$ cat config.mk
export PLATFORM = sky130hd
export DESIGN_NAME = seg_addr_gen
export DESIGN_NICKNAME = d
export VERILOG_FILES = /design/src/rtl/seg_addr_pkg.sv /design/src/rtl/seg_regfile.sv /design/src/rtl/seg_select.sv /design/src/rtl/seg_adder.sv /design/src/rtl/seg_addr_gen.sv
export SDC_FILE = /design/constraint.sdc
export NUM_CORES = 1
export LEC_CHECK = 0
export ABC_AREA = 1
export CELL_PAD_IN_SITES_DETAIL_PLACEMENT = 0
export CELL_PAD_IN_SITES_GLOBAL_PLACEMENT = 1
export CORE_ASPECT_RATIO = 0.9
export CORE_MARGIN = 4
export CORE_UTILIZATION = 33
export CTS_CLUSTER_DIAMETER = 120
export DETAILED_ROUTE_END_ITERATION = 8
export PLACE_DENSITY = 0.91
export SYNTH_ARGS = -nofsm -noshare
export SYNTH_HDL_FRONTEND = slang
export SYNTH_SLANG_ARGS = --single-unit
$ cat constraint.sdc
create_clock -name clk -period 4.05 [get_ports clk]
set_input_delay 0.81 -clock clk [delete_from_list [all_inputs] [get_ports clk]]
set_output_delay 0.81 -clock clk [all_outputs]
set_load 0.005 [all_outputs]
$ cat src/rtl/seg_addr_pkg.sv
`timescale 1ns/1ps
// Package: shared encodings for the segmented address generator.
// Assumes the access-kind code is 3 bits and exactly four segment registers.
package seg_addr_pkg;

    localparam int unsigned ACC_W  = 3;
    localparam int unsigned NSEG   = 4;
    localparam int unsigned SEL_W  = $clog2(NSEG);

    // Access kinds; the numeric codes are part of the block's interface.
    typedef enum logic [ACC_W-1:0] {
        ACC_FETCH       = 3'd0,
        ACC_DATA_SRC    = 3'd1,
        ACC_DATA_DST    = 3'd2,
        ACC_DATA_EA     = 3'd3,
        ACC_STACK       = 3'd4,
        ACC_STACK_BASED = 3'd5,
        ACC_STR_DST     = 3'd6,
        ACC_RSVD        = 3'd7
    } acc_kind_e;

    // Segment register indices; also the write-port select encoding.
    typedef enum logic [SEL_W-1:0] {
        SEG_CODE  = 2'd0,
        SEG_DATA  = 2'd1,
        SEG_STACK = 2'd2,
        SEG_EXTRA = 2'd3
    } seg_id_e;

endpackage

$ cat src/rtl/seg_regfile.sv
`timescale 1ns/1ps
// Module: seg_regfile
// Holds the segment base registers. One write per cycle. The new value
// is visible on seg_q only after the clock edge that wrote it.
// Assumes a synchronous active-low reset that clears all entries.
module seg_regfile #(
    parameter int unsigned SEG_W = 16,
    parameter int unsigned NREG  = 4,
    localparam int unsigned SW   = $clog2(NREG)
) (
    input  logic                       clk,
    input  logic                       rst_n,
    input  logic                       we,
    input  logic [SW-1:0]              wsel,
    input  logic [SEG_W-1:0]           wdata,
    output logic [NREG-1:0][SEG_W-1:0] seg_q
);

    for (genvar g = 0; g < NREG; g++) begin : g_reg
        // Purpose: load entry g when it is the write target.
        always_ff @(posedge clk) begin
            if (!rst_n) begin
                seg_q[g] <= '0;
            end else if (we && (wsel == SW'(g))) begin
                seg_q[g] <= wdata;
            end
        end
    end

endmodule

$ cat src/rtl/seg_select.sv
`timescale 1ns/1ps
// Module: seg_select
// Decodes the access kind into a default segment index and the matching
// offset. Flags the reserved code. Purely combinational.
// Assumes the code map in seg_addr_pkg.
module seg_select
    import seg_addr_pkg::*;
#(
    parameter int unsigned OFF_W = 16
) (
    input  logic [ACC_W-1:0] acc_type,
    input  logic [OFF_W-1:0] ip_in,
    input  logic [OFF_W-1:0] si_in,
    input  logic [OFF_W-1:0] di_in,
    input  logic [OFF_W-1:0] ea_in,
    input  logic [OFF_W-1:0] sp_in,
    input  logic [OFF_W-1:0] bp_in,
    output seg_id_e          seg_idx,
    output logic [OFF_W-1:0] offset,
    output logic             illegal
);

    acc_kind_e kind;
    assign kind = acc_kind_e'(acc_type);

    // Purpose: map the access kind to its segment and offset source.
    always_comb begin
        seg_idx = SEG_DATA;
        offset  = '0;
        illegal = 1'b0;
        unique case (kind)
            ACC_FETCH:       begin seg_idx = SEG_CODE;  offset = ip_in; end
            ACC_DATA_SRC:    begin seg_idx = SEG_DATA;  offset = si_in; end
            ACC_DATA_DST:    begin seg_idx = SEG_DATA;  offset = di_in; end
            ACC_DATA_EA:     begin seg_idx = SEG_DATA;  offset = ea_in; end
            ACC_STACK:       begin seg_idx = SEG_STACK; offset = sp_in; end
            ACC_STACK_BASED: begin seg_idx = SEG_STACK; offset = bp_in; end
            ACC_STR_DST:     begin seg_idx = SEG_EXTRA; offset = di_in; end
            default:         begin illegal = 1'b1; end
        endcase
    end

endmodule

$ cat src/rtl/seg_adder.sv
`timescale 1ns/1ps
// Module: seg_adder
// Forms (segment << SHIFT) + offset and keeps ADDR_W bits, so the carry
// out of the top bit is dropped and addresses wrap.
// Assumes OFF_W <= SEG_W + SHIFT.
module seg_adder #(
    parameter int unsigned SEG_W  = 16,
    parameter int unsigned OFF_W  = 16,
    parameter int unsigned SHIFT  = 4,
    localparam int unsigned ADDR_W = SEG_W + SHIFT
) (
    input  logic [SEG_W-1:0]  seg,
    input  logic [OFF_W-1:0]  off,
    output logic [ADDR_W-1:0] addr
);

    logic [ADDR_W-1:0] base_sh;
    logic [ADDR_W-1:0] off_ext;

    // Purpose: align both operands to the address width, then add.
    always_comb begin
        base_sh = {seg, {SHIFT{1'b0}}};
        off_ext = ADDR_W'(off);
        addr    = base_sh + off_ext;
    end

endmodule

$ cat src/rtl/seg_addr_gen.sv
`timescale 1ns/1ps
// Module: seg_addr_gen (top)
// Keeps four segment registers. Picks the default segment and offset from
// the access kind and registers the shifted-and-added physical address.
// The output is valid after the edge that sampled the access.
// A segment write shows up for accesses from the following edge on.
// Assumes a synchronous active-low reset.
module seg_addr_gen
    import seg_addr_pkg::*;
#(
    parameter int unsigned SEG_W  = 16,
    parameter int unsigned OFF_W  = 16,
    parameter int unsigned SHIFT  = 4,
    localparam int unsigned ADDR_W = SEG_W + SHIFT
) (
    input  logic              clk,
    input  logic              rst_n,
    input  logic              seg_we,
    input  logic [SEL_W-1:0]  seg_sel,
    input  logic [SEG_W-1:0]  seg_wdata,
    input  logic [ACC_W-1:0]  acc_type,
    input  logic [OFF_W-1:0]  ip_in,
    input  logic [OFF_W-1:0]  si_in,
    input  logic [OFF_W-1:0]  di_in,
    input  logic [OFF_W-1:0]  ea_in,
    input  logic [OFF_W-1:0]  sp_in,
    input  logic [OFF_W-1:0]  bp_in,
    output logic [ADDR_W-1:0] phys_addr,
    output logic              acc_err
);

    logic [NSEG-1:0][SEG_W-1:0] seg_q;
    seg_id_e                    seg_idx;
    logic [OFF_W-1:0]           offset;
    logic                       illegal;
    logic [SEG_W-1:0]           seg_cur;
    logic [ADDR_W-1:0]          addr_d;

    seg_regfile #(
        .SEG_W (SEG_W),
        .NREG  (NSEG)
    ) u_regs (
        .clk   (clk),
        .rst_n (rst_n),
        .we    (seg_we),
        .wsel  (seg_sel),
        .wdata (seg_wdata),
        .seg_q (seg_q)
    );

    seg_select #(
        .OFF_W (OFF_W)
    ) u_sel (
        .acc_type (acc_type),
        .ip_in    (ip_in),
        .si_in    (si_in),
        .di_in    (di_in),
        .ea_in    (ea_in),
        .sp_in    (sp_in),
        .bp_in    (bp_in),
        .seg_idx  (seg_idx),
        .offset   (offset),
        .illegal  (illegal)
    );

    // Purpose: read the chosen segment from the pre-write register state.
    always_comb begin
        seg_cur = seg_q[seg_idx];
    end

    seg_adder #(
        .SEG_W (SEG_W),
        .OFF_W (OFF_W),
        .SHIFT (SHIFT)
    ) u_add (
        .seg  (seg_cur),
        .off  (offset),
        .addr (addr_d)
    );

    // Purpose: register the address and error flag; force zero on reserved code.
    always_ff @(posedge clk) begin
        if (!rst_n) begin
            phys_addr <= '0;
            acc_err   <= 1'b0;
        end else begin
            phys_addr <= illegal ? '0 : addr_d;
            acc_err   <= illegal;
        end
    end

endmodule

# After elaboration in Yosys (flattened, before gate mapping)
# Index checks and enable logic that the tools add are counted.
dict set report classes {
  n_addsub 1
  n_mul 0
  div_mod_pow 0
  n_lt_le_gt_ge 1
  eq_ne 9
  n_shift 0
  mux 5
  n_bitwise 0
  reduce_logical 10
}
# op count
set op_table {}
lappend op_table {{$pmux W16 S6} 1}
lappend op_table {{$bmux W16 S2} 1}
lappend op_table {{$add A20 B16 Y20} 1}
lappend op_table {{$mux W16} 1}
lappend op_table {{$eq A3 B3 Y1 const B} 3}
lappend op_table {{$reduce_or A7 Y1} 1}
lappend op_table {{$eq A3 B2 Y1 const B} 2}
lappend op_table {{$pmux W2 S3} 1}
lappend op_table {{$eq A2 B2 Y1 const B} 2}
lappend op_table {{$logic_and A1 B1 Y1} 4}
lappend op_table {{$reduce_or A2 Y1} 2}
lappend op_table {{$eq A3 B1 Y1 const B} 1}
lappend op_table {{$logic_not A3 Y1} 1}
lappend op_table {{$lt A2 B3 Y1 const B} 1}
lappend op_table {{$eq A2 B1 Y1 const B} 1}
lappend op_table {{$logic_not A2 Y1} 1}
lappend op_table {{$reduce_and A2 Y1} 1}
lappend op_table {{$mux W1} 1}
dict set report totals {
  reg_bits 85
  latch_bits 0
  ram_bits 0
  romBits 0
  input_bits 120
  output_inout_bits 21
  elab_cells 32
  mem_count 0
}

# Depth between registers and ports, before layout
# Gate-level depths: netlist (run 1).
dict set report depth {
  word_depth 6
  ltp_mapped 21
  depth_no_buf 19
}

# By module
# Synthesis (run 1) repeated with hierarchy kept, for this count alone.
dict set report unflattened {
  hier_cells 1061
  hier_area_um2 6203.4
}
# mod n_inst cells_per_inst area_per_inst_um2 seq_area_each_um2
set by_module_without_submodules {}
lappend by_module_without_submodules {seg_regfile 1 413 2652.5 1281.2}
lappend by_module_without_submodules {seg_addr_gen 1 255 1401.3 420.4}
lappend by_module_without_submodules {seg_select 1 225 1287.5 0.0}
lappend by_module_without_submodules {seg_adder 1 168 862.1 0.0}

# Least setup slack after synthesis (run 1)
# OpenSTA, ideal clock, no wires.
dict set report synth_path {
  path_type {in2reg}
  from {input port acc_type[0]}
  to {register phys_addr[12]}
  setup_ns 0.070
  arrival_ns 3.003
  t_required_ns 3.980
  setup_slack_ns 0.976
  stages 16
  n_path_buf 2
  path_cell_list {buf_4 > inv_2 > nand2_4 > nor2_2 > buf_4 > a21oi_1 > o2111ai_1 > ha_1 > inv_1 > fa_1 > inv_1 > nand3_1 > nand2_1 > a21oi_1 > or2_2 > a21oi_1}
}
dict set report synth_between {
  elab_chain_cells 6
  word_cells_on_any_way 16
  classes_between {1 x add/sub; 6 x eq/ne; 4 x mux; 5 x reduce/logical}
}
# item line
set synth_rtl {}
lappend synth_rtl {{start, declared} seg_addr_gen.sv:21} ;# input logic [ACC_W-1:0] acc_type,
lappend synth_rtl {{$eq A3 B3 Y1} seg_select.sv:31} ;# unique case (kind)
lappend synth_rtl {{$reduce_or A2 Y1 (no source line)} -}
lappend synth_rtl {{$pmux W2 S3} seg_select.sv:31}
lappend synth_rtl {{$bmux W16 S2} seg_addr_gen.sv:68} ;# seg_cur = seg_q[seg_idx];
lappend synth_rtl {{$mux W16 (not written as such)} seg_addr_gen.sv:68}
lappend synth_rtl {{$add A20 B16 Y20} seg_adder.sv:24} ;# addr = base_sh + off_ext;
lappend synth_rtl {{end signal, assigned} seg_addr_gen.sv:87} ;# phys_addr <= illegal ? '0 : addr_d;
lappend synth_rtl {{end, declared} seg_addr_gen.sv:28} ;# output logic [ADDR_W-1:0] phys_addr,
# Several ways; a longest one is shown, not always the timed one. The select of a mux whose other input is x is not followed.
# A chain may end at the register's enable or synchronous reset.

# Final worst setup path (run 1)
dict set report layout_path {
  from {input port acc_type[0]}
  to {register phys_addr[18]}
}
# Same word-level chain as after synthesis.

==> results.yml, run 1 <==
logic_synthesis:
  ys_warn_count: 0
  synth_area_um2: 4680
  synth_top_area_cell: "dfxtp_1"
  ys_ff_latch: 85
  ys_types: 39
  synth_ff_type: "dfxtp_1"
  synth.top_cell.area_share_pct: 36.4
  syn-num-nets: 820
  netlist_top_cells_count: "nor2_1, o21ai_0, dfxtp_1, inv_1, nand2_1"
  synthArstFlopShare_pct: 0
  syn_inst: 687
  synth_most_common_cell: "nor2_1"
  syn_avg_cell_area_um2: 6.81
  yosys-top-cells-area: "dfxtp_1, o21ai_0, nor2_1"
  synth-edff-count: 0
  yosysSeqAreaShare_pct: 36.4
cts:
  h-tree-depth: 3
  clock_latency_ps: 340
  cts.sinks: 85
  post_cts_buffers: 0
  numCtsBuffers: 9
  cts_resized: 0
  clockBufferDepth: 2
  cts.reportedPaths.clkPinSlew_ps: 70
  cts_root_buffer: "clkbuf_16"
  cts_tree: "yes"
  cts_hold_buf: 0
timing:
  fin_ws_ps: 492
  hold_slack_ps: 449
  fin_skew_ps: 8.04
  drv_slew: 0
  max_freq_mhz: 281
  hold_viol: 0
  tightest_slew_ps: 634
  rsz0062_at_grt: "no"
  finalSetupTns_ps: 0
  fin_crit_sh_pct: 87.8
  finalSetupViolCount: 0
  relSlewSlack_pct: 57.7
  fin_crit_ps: 3560
setup_path:
  cp_slowest_cell: "clkdlybuf4s50_1"
  cpPeakStageDelay_ps: 590
  crit_top_cell: "nand3_1"
  cp.arrival_ps: 3780
  cp_data_required_time_ps: 4280
  end_kind: "flip-flop"
  r2r_end: "phys_addr[18]"
  cp_cell_sequence: "clkdlybuf4s50_1, inv_2, nand2_4, inv_2, nand3_1, o21ai_0, a21oi_1, o2111ai_1, ha_1, inv_1, fa_1, inv_1, nand3_1, nand2_1, nand3_1, nand3_1, nand3_1, nand2_1, a21oi_1"
  crit_path_start_kind: "input port"
  crit_family: "buffers and inverters"
  cp.buffers_inverters: 5
  crit_fanout: 16
  r2r_start: "u_regs.seg_q[0]"
  r2r_cells: 13
  path_class: "in2reg"
  rrSetupSlack_ps: 1850
floorplanning:
  dieArea_um2: 16200
  start_util_pct: 33.5
  ioPinCount: 141
  die_h_um: 121
  num_rows: 41
  fp.dieW_um: 134
  core_area_um2: 14000
route:
  viasPerCell: 5.07
  post-route-drc-count: 0
  drt_iter0_markers: 427
  wl_met3_um: 1590
  maxUsedRoutingLayer: "met5"
  wl_met2_um: 7320
  routedWlPerCell_um: 16.2
  vias: 5172
  drt_wl_total_um: 16500
  dr.pass1.iters: 5
  antenna_left: 0
  wl_met1_um: 7310
placement:
  place_hpwl_um: 12100
  dp_slack_ps: 187
  placed_area_um2: 6320
  io_buffer_count: 140
  gp_congestion: 0.973
  dp_cells: 1005
finish:
  seq_area_um2: 1700
  layout.cells.non_filler: 1020
  n_fill_cell: 1418
  multiInputGateArea_um2: 2510
  fin_area_um2: 6640
  fin_nets: 956
  syn2layout_area_growth_pct: 41.9
  antennaDiodeCount: 0
  fin_util_pct: 47.6
  drive_gt1_share_pct: 7.74
pwr:
  total_power_mw: 2.40
  p_seq_share_pct: 38.3
  clkPwrFrac_pct: 37.6
  p_sw_mw: 0.681
  p_leak_nw: 2.73
  power_frac_comb_pct: 24.1
  p_sw_share_pct: 28.4
  powerDensity_nw_per_um2: 361
  vdd_drop_max_mv: 0.228
  p_int_mw: 1.72
global_routing:
  antenna_found_initial: 1
  grt_pass1_wl_um: 25700
  grt_max_degree: 66
  grt_pass1_vias: 4771
  grt.total_usage_pct: 20.1
  gr-total-overflow: 0
hold_path:
  hp-start: "u_regs.seg_q[60]"
  hp-class: "reg2reg"
  hold-path-endpoint: "u_regs.seg_q[60]"
  holdPathStages: 2
job:
  drv_cap: 0
status:
  status: "finished clean"
-- logic make-up (layout without fill, tap and decap cells) --
family | after synthesis | count (layout) | share of synthesized area, %
adder cells (fa/ha/maj) | 13 | 13 | 3.64
AND/OR/NAND/NOR | 273 | 273 | 25.3
flip-flops | 85 | 85 | 36.4
buffers and inverters | 114 | 254 | 9.92
AO/OA/AOI/OAI | 202 | 202 | 24.8
-- layout make-up --
class	instances	share of cell area, %
flip-flops and latches	85	25.6
well taps	193	3.64
repair buffers	163	23.7
clock buffers	9	3.39
multi-input cells	488	37.9
inverters	76	4.37
clock inverters	6	1.41
-- registers in the layout (all words and copies together) (netlist names) --
register      flops
phys_addr        20
acc_err           1
u_regs.seg_q     64
-- placed cells by master, fill, tap and decap left out, drive strengths merged, types with 2 or more instances in the layout --
cell type,Yosys,routed
o2111ai,9,9
o211ai,5,5
dfxtp,85,85
nand2,75,75
bufinv,0,2
a31oi,2,2
buf,14,23
nand3,57,57
a21oi,54,54
a22oi,11,11
a221oi,2,2
nor2,125,125
o22ai,13,13
or2,4,4
ha,12,12
clkdlybuf4s50,0,140
inv,75,78
o21ai,98,98
clkbuf,24,9
nand4,9,9
a41oi,4,4
-- worst register-to-register path, stage by stage (launching register included) --
cell     delay (ps)
dfxtp_1         320
o21ai_0         100
o22ai_1         210
ha_1            240
inv_1            70
fa_1            380
inv_1           130
nand3_1         100
nand2_1         110
nand3_1          90
nand3_1         140
nand3_1          80
nand2_1          60
a21oi_1          60
-- layer usage --
metal  vias to the layer above  global-route usage (%)
li1                       2595                       -
met2                       243                    31.4
met1                      2311                    27.3
met5                         -                       0
met4                         2                    6.17
met3                        21                    5.35
-- power by group through the flow --
stage | combinational [mW] | sequential (mW) | clock, mW
global route | 0.641 | 0.924 | 0.953
CTS | 0.578 | 0.919 | 0.918
floorplan | 0.296 | 0.935 | 0
finish | 0.579 | 0.919 | 0.901
detailed placement | 0.573 | 0.938 | 0
global placement | 0.576 | 0.937 | 0
-- worst max-delay path by stage --
| stage | startpoint | endpoint | depth (start not counted) | slack (ps) |
|---|---|---|---|---|
| floorplan | acc_type[0] | phys_addr[12] | 16 | 980 |
| finish | acc_type[0] | phys_addr[18] | 19 | 490 |
| global placement | acc_type[0] | phys_addr[18] | 17 | 240 |
| global route | acc_type[0] | phys_addr[16] | 18 | 200 |
| CTS | acc_type[0] | phys_addr[18] | 19 | 530 |
| detailed placement | acc_type[0] | phys_addr[18] | 17 | 190 |
Note: power is estimated with default switching activity, not from simulation.
==> run 2: changes to the inputs <==
--- a/config.mk
+++ b/config.mk
@@ -5,12 +5,12 @@
 export SDC_FILE = /design/constraint.sdc
 export NUM_CORES = 1
 export LEC_CHECK = 0
-export ABC_AREA = 1
+export ABC_AREA = 0
 export CELL_PAD_IN_SITES_DETAIL_PLACEMENT = 0
 export CELL_PAD_IN_SITES_GLOBAL_PLACEMENT = 1
 export CORE_ASPECT_RATIO = 0.9
 export CORE_MARGIN = 4
-export CORE_UTILIZATION = 33
+export CORE_UTILIZATION = 34
 export CTS_CLUSTER_DIAMETER = 120
 export DETAILED_ROUTE_END_ITERATION = 8
 export PLACE_DENSITY = 0.91
==> constraint.sdc (replaced) <==
create_clock -name clk -period 4.05 [get_ports clk]
set_input_delay 0.81 -clock clk [delete_from_list [all_inputs] [get_ports clk]]
set_output_delay 0.81 -clock clk [all_outputs]
set_load 0.01 [all_outputs]
==> run 2 against run 1 <==
Synthesized cell count shrank 7.7%. Maximum frequency up 0.22%. Non-clock buffer count increased by 16. Hold slack better by 7.4 ps. Synthesized area is 2.6% higher. Global-route usage down 0.48 points. First-iteration DRC count shrank 4.2%. Via count decreased by 1.6%. Critical path type unchanged. Largest power group unchanged.
==> results.yml, run 2 <==
finish:
  drive_gt1_share_pct: 9.57
  fin_nets: 912
  regMostFlops: "u_regs.seg_q"
  largest_reg_flops: 64
  syn2layout_area_growth_pct: 42.3
  final_cell_mix: "nand2_1, clkdlybuf4s50_1, a21oi_1"
  top_regs: "u_regs.seg_q: 64 flops, phys_addr: 20 flops, acc_err: 1 flops"
  fin_area_um2: 6840
  fin_util_pct: 50.2
  antennaDiodeCount: 0
  final_common_cell: "nand2_1"
job:
  drv_cap: 0
route:
  viasPerCell: 5.23
  antenna_left: 0
  drt_iter0_markers: 409
  vias: 5090
  dr.pass1.iters: 5
  post-route-drc-count: 0
  routedWlPerCell_um: 16.6
  drt_wl_total_um: 16100
hold_path:
  holdPathStages: 2
  hp-class: "reg2reg"
logic_synthesis:
  synth.top_cell.area_share_pct: 35.4
  syn-num-nets: 767
  ys_warn_count: 0
  ys_ff_latch: 85
  syn_inst: 634
  synth_most_common_cell: "nand2_1"
  yosysSeqAreaShare_pct: 35.4
  synthArstFlopShare_pct: 0
  ys_types: 51
  synth_ff_type: "dfxtp_1"
  synth_top_area_cell: "dfxtp_1"
  netlist_top_cells_count: "nand2_1, a21oi_1, dfxtp_1, nor2_1, clkbuf_1"
  syn_avg_cell_area_um2: 7.58
  yosys-top-cells-area: "dfxtp_1, nand2_1, a21oi_1"
  synth_area_um2: 4800
  synth-edff-count: 0
placement:
  placed_area_um2: 6520
  place_hpwl_um: 11900
  io_buffer_count: 140
  gp_congestion: 0.938
  dp_slack_ps: -333
pwr:
  vdd_drop_max_mv: 0.198
  p_sw_share_pct: 28.4
  p_int_mw: 1.57
  p_leak_nw: 2.59
  powerDensity_nw_per_um2: 320
  clkPwrFrac_pct: 36.1
  power_frac_comb_pct: 23.1
  p_sw_mw: 0.620
  p_seq_share_pct: 40.8
global_routing:
  grt.total_usage_pct: 19.6
  gr-total-overflow: 0
  grt_pass1_vias: 5009
  antenna_found_initial: 0
  grt_pass1_wl_um: 25600
  grt_max_degree: 66
cts:
  numCtsBuffers: 9
  cts_hold_buf: 0
  cts.sinks: 85
  cts.reportedPaths.clkPinSlew_ps: 70
  h-tree-depth: 3
  cts_tree: "yes"
  clock_latency_ps: 330
  clockBufferDepth: 2
  post_cts_buffers: 0
  cts_root_buffer: "clkbuf_16"
floorplanning:
  num_rows: 40
  core_area_um2: 13600
  ioPinCount: 141
  start_util_pct: 35.3
  die_h_um: 121
  fp.dieW_um: 133
  dieArea_um2: 16100
setup_path:
  crit_top_cell: "a21oi_1"
  cp.arrival_ps: 3820
  rrSetupSlack_ps: 1340
  cp.depth: 14
  cp.buffers_inverters: 2
  cpPeakStageDelay_ps: 500
  path_class: "in2reg"
  cp_data_required_time_ps: 4320
  crit_path_start_kind: "input port"
  cp_slowest_cell: "or4_1"
  crit_fanout: 12
  end_kind: "flip-flop"
  r2r_cells: 11
  crit_family: "compound AO/OA/AOI/OAI gates"
  cp_cell_sequence: "buf_2, nor2b_4, nor2_8, buf_6, mux2i_2, o22ai_1, nand2_1, o211ai_1, ha_1, a21o_1, a21oi_1, a31oi_1, or4_1, a21oi_1"
timing:
  finalSetupViolCount: 0
  rsz0062_at_grt: "no"
  relSlewSlack_pct: 44.8
  hold_slack_ps: 456
  max_freq_mhz: 282
  fin_skew_ps: 7.25
  fin_crit_ps: 3550
  drv_slew: 0
  finalSetupTns_ps: 0
  tightest_slew_ps: 825
  fin_crit_sh_pct: 87.6
  hold_viol: 0
  fin_ws_ps: 500
status:
  status: "finished clean"
run 2: cell count changes in the layout (fill, tap and decap cells not counted), moves of 42 or more:
cell	before	now
nand2_1	67	160
nor2_1	123	36
o21ai_0	97	10
inv_1	68	17
nand3_1	56	9
a21oi_1	53	95
run 2: power groups by stage:
stage                     registers [mW]  logic (mW)  clock network (mW)
final                              0.892       0.504               0.789
after floorplan                    0.918       0.234                   0
after global placement             0.910       0.488                   0
after global routing               0.895       0.549               0.836
after CTS                          0.892       0.502               0.802
after detailed placement           0.911       0.500                   0
run 2: final cells by class:
class	instances	area, um^2
multi-input combinational	487	2860
timing repair buffer	179	1690
sequential	85	1700
fill	1322	6780
tap	189	236
inverter	17	63.8
clock inverter	7	57.6
clock buffer	9	225
run 2: kinds of logic (layout without fill, tap and decap cells):
| logic type | Yosys count | in the layout | synth area share (%) |
|---|---|---|---|
| xor+xnor | 6 | 6 | 1.09 |
| mux | 35 | 35 | 8.39 |
| compound gates | 191 | 191 | 24.4 |
| fa+ha+maj | 13 | 13 | 3.54 |
| buf+inv | 62 | 212 | 5.52 |
| flops | 85 | 85 | 35.4 |
| simple gates | 242 | 242 | 21.6 |
run 2: path summary, 6_finish.rpt:
check | from | endpoint
worst max-delay path | acc_type[2] | phys_addr[17]
worst min-delay path | u_regs.seg_q[41] | u_regs.seg_q[41]
worst max register to register | u_regs.seg_q[3] | phys_addr[17]
worst min register to register | u_regs.seg_q[41] | u_regs.seg_q[41]
run 2: timing repair:
| item | in CTS | in global routing |
|---|---|---|
| resized for setup | 1 | 7 |
| endpoints found under the hold margin | 0 | 0 |
| endpoints found under the setup margin | 2 | 4 |
run 2: tightest hold or removal path, cell delays in order (launching register included):
cell and delay (ps):
dfxtp_1 310, nand2_1 50, a21oi_1 50
run 2: per-layer routing:
metal | routed length [um] | GRT usage, % | vias up
met3 | 1390 | 5.12 | 27
met4 | 299 | 5.27 | 0
li1 | - | - | 2506
met2 | 7590 | 34.5 | 210
met1 | 6860 | 23.8 | 2347
met5 | 0 | 0 | -
run 2: through the flow:
step	cells	total power [mW]
floorplan	634	1.15
global placement	957	1.40
detailed placement	957	1.41
CTS	973	2.20
global route	973	2.28
finish	973	2.19
